`src/rtl/nco_pkg.sv`:
```
package nco_pkg;
    typedef enum logic [0:0] {
        LD_IDLE  = 1'b0,
        LD_DEFER = 1'b1
    } ld_state_t;
endpackage

```
`src/rtl/nco_tune_shift.sv`:
```
module nco_tune_shift #(
    parameter int W = 32
) (
    input  logic         clk,
    input  logic         rst,
    input  logic         sen_i,
    input  logic         sdi_i,
    output logic [W-1:0] word_o
);
    logic [W-1:0] chain_q;

    generate
        if (W == 1) begin : g_one
            always_ff @(posedge clk) begin
                if (rst)        chain_q <= '0;
                else if (sen_i) chain_q <= sdi_i;
            end
        end else begin : g_multi
            always_ff @(posedge clk) begin
                if (rst)        chain_q <= '0;
                else if (sen_i) chain_q <= {chain_q[W-2:0], sdi_i};
            end
        end
    endgenerate

    assign word_o = chain_q;

    AST_SHIFT_HOLD: assert property (@(posedge clk) disable iff (rst)
        !sen_i |=> $stable(word_o));
    AST_SHIFT_ENTRY: assert property (@(posedge clk) disable iff (rst)
        sen_i |=> (word_o[0] == $past(sdi_i)));
endmodule

```
`src/rtl/nco_load_ctrl.sv`:
```
module nco_load_ctrl
    import nco_pkg::*;
(
    input  logic clk,
    input  logic rst,
    input  logic upd_i,
    input  logic load_i,
    output logic commit_o
);
    ld_state_t state_q, state_d;

    always_ff @(posedge clk) begin
        if (rst) state_q <= LD_IDLE;
        else     state_q <= state_d;
    end

    always_comb begin
        state_d  = state_q;
        commit_o = 1'b0;
        unique case (state_q)
            LD_IDLE: begin
                if (load_i && !upd_i) commit_o = 1'b1;
                else if (load_i)      state_d  = LD_DEFER;
            end
            LD_DEFER: begin
                if (!upd_i) begin
                    commit_o = 1'b1;
                    state_d  = LD_IDLE;
                end
            end
            default: state_d = LD_IDLE;
        endcase
    end

    AST_DEFER_ENTRY: assert property (@(posedge clk) disable iff (rst)
        $rose(state_q == LD_DEFER) |-> $past(upd_i && load_i));
    AST_DEFER_EXIT: assert property (@(posedge clk) disable iff (rst)
        $fell(state_q == LD_DEFER) |-> !$past(upd_i));
endmodule

```
`src/rtl/nco_phase_acc.sv`:
```
module nco_phase_acc #(
    parameter int ACC_W = 32
) (
    input  logic             clk,
    input  logic             rst,
    input  logic             upd_i,
    input  logic [ACC_W-1:0] inc_i,
    output logic             msb_o,
    output logic             wrap_o
);
    logic [ACC_W-1:0] acc_q;
    logic             wrap_q;
    logic [ACC_W:0]   sum;

    assign sum = {1'b0, acc_q} + {1'b0, inc_i};

    always_ff @(posedge clk) begin
        if (rst) begin
            acc_q  <= '0;
            wrap_q <= 1'b0;
        end else if (upd_i) begin
            acc_q  <= sum[ACC_W-1:0];
            wrap_q <= sum[ACC_W];
        end else begin
            wrap_q <= 1'b0;
        end
    end

    assign msb_o  = acc_q[ACC_W-1];
    assign wrap_o = wrap_q;

    AST_ACC_HOLD: assert property (@(posedge clk) disable iff (rst)
        !upd_i |=> $stable(acc_q));
    AST_WRAP_ON_TICK: assert property (@(posedge clk) disable iff (rst)
        wrap_o |-> $past(upd_i));
    AST_WRAP_SINGLE: assert property (@(posedge clk) disable iff (rst)
        !upd_i |=> !wrap_o);
    AST_ZERO_INC_STATIC: assert property (@(posedge clk) disable iff (rst)
        (inc_i == '0) |=> ($stable(acc_q) && !wrap_o));
endmodule

```
`src/rtl/sqwave_nco.sv`:
```
module sqwave_nco #(
    parameter int ACC_W = 32,
    parameter int INC_W = 32
) (
    input  logic clk,
    input  logic rst,
    input  logic upd_i,
    input  logic sen_i,
    input  logic sdi_i,
    input  logic load_i,
    output logic sq_o,
    output logic wrap_o
);
    localparam int PAD = ACC_W - INC_W;

    logic [INC_W-1:0] chain_w;
    logic [INC_W-1:0] inc_q;
    logic [ACC_W-1:0] inc_ext;
    logic             commit;

    initial begin
        if (INC_W > ACC_W || INC_W < 1) $error("INC_W must be 1..ACC_W");
    end

    nco_tune_shift #(.W(INC_W)) u_shift (
        .clk(clk), .rst(rst), .sen_i(sen_i), .sdi_i(sdi_i), .word_o(chain_w)
    );

    nco_load_ctrl u_ld (
        .clk(clk), .rst(rst), .upd_i(upd_i), .load_i(load_i), .commit_o(commit)
    );

    always_ff @(posedge clk) begin
        if (rst)         inc_q <= '0;
        else if (commit) inc_q <= chain_w;
    end

    generate
        if (PAD == 0) begin : g_full
            assign inc_ext = inc_q;
        end else begin : g_pad
            assign inc_ext = {{PAD{1'b0}}, inc_q};
        end
    endgenerate

    nco_phase_acc #(.ACC_W(ACC_W)) u_acc (
        .clk(clk), .rst(rst), .upd_i(upd_i), .inc_i(inc_ext),
        .msb_o(sq_o), .wrap_o(wrap_o)
    );

    AST_INC_NOT_AFTER_TICK: assert property (@(posedge clk) disable iff (rst)
        !$stable(inc_q) |-> !$past(upd_i));
    AST_INC_FROM_CHAIN: assert property (@(posedge clk) disable iff (rst)
        !$stable(inc_q) |-> (inc_q == $past(chain_w)));
endmodule

```
`config.mk`:
```
export PLATFORM = sky130hd
export DESIGN_NAME = sqwave_nco
export DESIGN_NICKNAME = d
export VERILOG_FILES = /design/src/rtl/nco_pkg.sv /design/src/rtl/nco_tune_shift.sv /design/src/rtl/nco_load_ctrl.sv /design/src/rtl/nco_phase_acc.sv /design/src/rtl/sqwave_nco.sv
export SDC_FILE = /design/constraint.sdc
export NUM_CORES = 1
export LEC_CHECK = 0
export BUFFER_PORTS_ARGS = -buffer_cell sky130_fd_sc_hd__buf_2
export CAP_MARGIN = 10
export CORE_UTILIZATION = 45
export DETAILED_ROUTE_END_ITERATION = 8
export PLACE_DENSITY = 0.63
export SLEW_MARGIN = 10
export SYNTH_ARGS = -nofsm -noshare
export SYNTH_HDL_FRONTEND = slang
export SYNTH_SLANG_ARGS = --single-unit
```
`constraint.sdc`:
```
create_clock -name clk -period 2.6 [get_ports clk]
set_input_delay 0.52 -clock clk [delete_from_list [all_inputs] [get_ports clk]]
set_output_delay 0.52 -clock clk [all_outputs]
set_load 0.01 [all_outputs]
```
==> results.cfg <==
[route]
postRouteWirelength_um = 11000
routed-via-count = 4097
vias_per_cell = 5.48
number_of_drc_violations_after_detailed_routing = 0
wl_per_cell_um = 14.8
drt_iter0_drc = 248
firstDrtPassIters = 4
final_antenna_net_count = 0

[cells_and_area]
finish.net_count = 644
final_cell_area_um2 = 5810
synthToLayoutAreaGrowth_pct = 13.2
layout.filler_cells = 1022
insertedDiodeCount = 0
final_layout_size_suffix_gt1_frac = 0.132

[min_path]
hold_path_class = in -> reg

[sta]
grt_setup_unrepaired = true
fmaxAchievable_ghz = 0.400
slew_headroom = 0.557
timing.clock.skew_ns = 0.00775
slew_viol_final = 0
layout_min_cycle_time_ns = 2.50
final.period_utilization = 0.962
setup_viol = 0
final-hold-violation-count = 0
final_ws_setup_ns = 0.0981
tightestPinTransition_ns = 0.665

[power_and_ir_drop]
power_leakage_nw = 2.47
clockPowerShare = 0.459
p_per_area_nw_per_um2 = 524
switching_share = 0.215
seq_power_share = 0.497
pwr-share-comb = 0.044
power_switching_w = 0.000654
p_int_w = 0.00239
ir_worst_vdd_v = 0.000429

[synth]
synth.ff_latch_count = 98
postSynth.topFlopCell = dfxtp_1
netlist-cell-type-count = 54
synth_fp_nets = 634
synth_top_area_share = 0.382
yosys_warnings = 0
avgSynthCellArea_um2 = 8.63
seq_area_frac_synth = 0.382
synthCells = 595
netlist_top_cells_area = dfxtp_1 38%, mux2i_1 9.6%, ha_1 7.8%
synth-edff-count = 0
yosys.area.top_type = dfxtp_1
synth_area_um2 = 5130
asyncSetResetFlopFracSynth = 0

[setup_path]
cp_data_required_time_ns = 2.80
setup.worst_path.class = reg -> reg
cp_cell_sequence = ha_2 -> a21o_1 -> a31o_2 -> a21oi_1 -> o21ai_1 -> or4_4 -> a31oi_4 -> o21a_1 -> o311ai_0
crit_slowest_cell = or4_4
cp-end-kind = flip-flop
worstPathArrival_ns = 2.70
critical_path.max_stage_delay_ns = 0.45
critical_path.top_delay_family = compound AO/OA/AOI/OAI gates
worst-path-buf-inv = 0
cp_max_fo = 6
startpoint_type = flip-flop

[clock_network]
clock-sinks = 98
worstSkewPairLatency_ns = 0.35
cts_hold_repair.buffers = 0
clock-root-buffer = clkbuf_16
tritoncts.num_buffers = 9
cts_tree = yes
cts.reportedPaths.clkPinSlew_ns = 0.07
cts_max_path_buffers = 2
clock_tree.htree_level_count = 3

[floorplanning]
die_h_um = 109
core_footprint_um2 = 11000
io-pin-count = 8
design.die.area_um2 = 11800
starting_density_of_the_core = 0.467
fp-row-count = 38
die-width_um = 109

[place]
place_worst_setup_slack_ns = -0.186
gp_congestion = 0.804
detailed_place.area_um2 = 5410
placed_wire_length_estimate_after_detailed_placement_um = 7780
placement.io_buffers = 7

[global_routing]
grt_first_pass_wirelength_um = 18600
grt_pass1_vias = 3851
grt_max_degree = 68
track_usage = 0.202
antenna_violations_before_repair = 0
globalRoute.totalOverflow = 0

[flow_run]
maxCapViolCount = 0

[run_status]
outcome = finished, final reports clean
## final cells by class
class	count	area, µm²	area share
Multi-Input combinational cell	460	3120	0.537
Tap cell	140	175	0.0302
Timing Repair Buffer	30	223	0.0383
Clock inverter	4	77.6	0.0134
Inverter	6	22.5	0.00388
Clock buffer	10	229	0.0394
Sequential cell	98	1960	0.338
## sequential cells by signal (all words and copies together) (netlist names)
name and flops:
inc_ext 32, u_ld.state_q 1, u_acc.acc_q 32, u_shift.word_o 32, u_acc.wrap_o 1
## kinds of logic (layout without fill, tap and decap cells)
logic type | after synthesis | after routing | synth area share
simple gates | 205 | 205 | 0.181
buf+inv | 37 | 50 | 0.0280
mux | 49 | 49 | 0.0955
compound gates | 148 | 148 | 0.189
fa+ha+maj | 33 | 33 | 0.0819
xor+xnor | 25 | 25 | 0.0427
flops | 98 | 98 | 0.382
## power by group through the flow
| stage | combinational [W] | clock [W] | sequential [W] |
|---|---|---|---|
| CTS | 0.000134 | 0.00143 | 0.00151 |
| global placement | 0.000133 | 0 | 0.00155 |
| floorplan | 0.0000975 | 0 | 0.00154 |
| detailed placement | 0.000134 | 0 | 0.00155 |
| finish | 0.000134 | 0.00140 | 0.00151 |
| global route | 0.000146 | 0.00150 | 0.00151 |
## synthesized netlist by cell type, drive strengths merged, types with 8 or more instances
library cell / number
a21o: 23
a21oi: 58
a31oi: 14
buf: 11
clkbuf: 20
dfxtp: 98
ha: 32
mux2i: 49
nand2: 82
nand2b: 8
nand3: 8
nor2: 69
o21ai: 14
o21bai: 8
xnor2: 17
xor2: 8
## routing by layer
layer	GRT usage	wire, µm	up-vias
li1	-	-	2114
met1	0.288	5710	1925
met2	0.303	4880	43
met3	0.0311	276	15
met4	0.0782	167	0
met5	0	0	-
## tightest hold or removal path: stages
cell and delay (ns):
buf_2 0.08, mux2i_1 0.05, nor2_1 0.07
## final timing paths
check | slack (ns) | start | depth (start not counted) | endpoint
max | 0.1 | inc_ext[14] | 9 | u_acc.acc_q[31]
min | 0.41 | sdi_i | 3 | u_shift.word_o[0]
max reg2reg | 0.1 | inc_ext[14] | 9 | u_acc.acc_q[31]
min reg2reg | 0.46 | u_shift.word_o[31] | 2 | inc_ext[31]
## per-stage QoR
step           instances  hold WS (ns)  TNS [ns]   util  power (W)
2_1_floorplan        595         0.431         0      -    0.00164
3_3_place_gp         732         0.442    -0.282  0.492    0.00168
3_5_place_dp         732         0.450    -0.522  0.492    0.00168
4_1_cts              746         0.410         0  0.522    0.00308
5_1_grt              748         0.453   -0.0596  0.529    0.00315
6_report             748         0.414         0  0.529    0.00304
## cell usage in the layout (no fill, tap or decap), types with 7 or more instances in the layout
cell	count
a21o_1	23
a21oi_1	55
a31oi_1	10
buf_4	23
clkbuf_16	9
dfxtp_1	96
ha_1	27
mux2i_1	49
nand2_1	82
nand2b_1	8
nand3_1	8
nor2_1	68
o21ai_0	10
o21bai_1	8
o22ai_1	7
xnor2_1	17
xor2_1	8
## timing repair
item,CTS,global route
setup endpoints to repair,7,12
gates resized for setup,4,18
pin swaps,1,11
buffers inserted,0,2
Power figures use the tool's default switching activity.
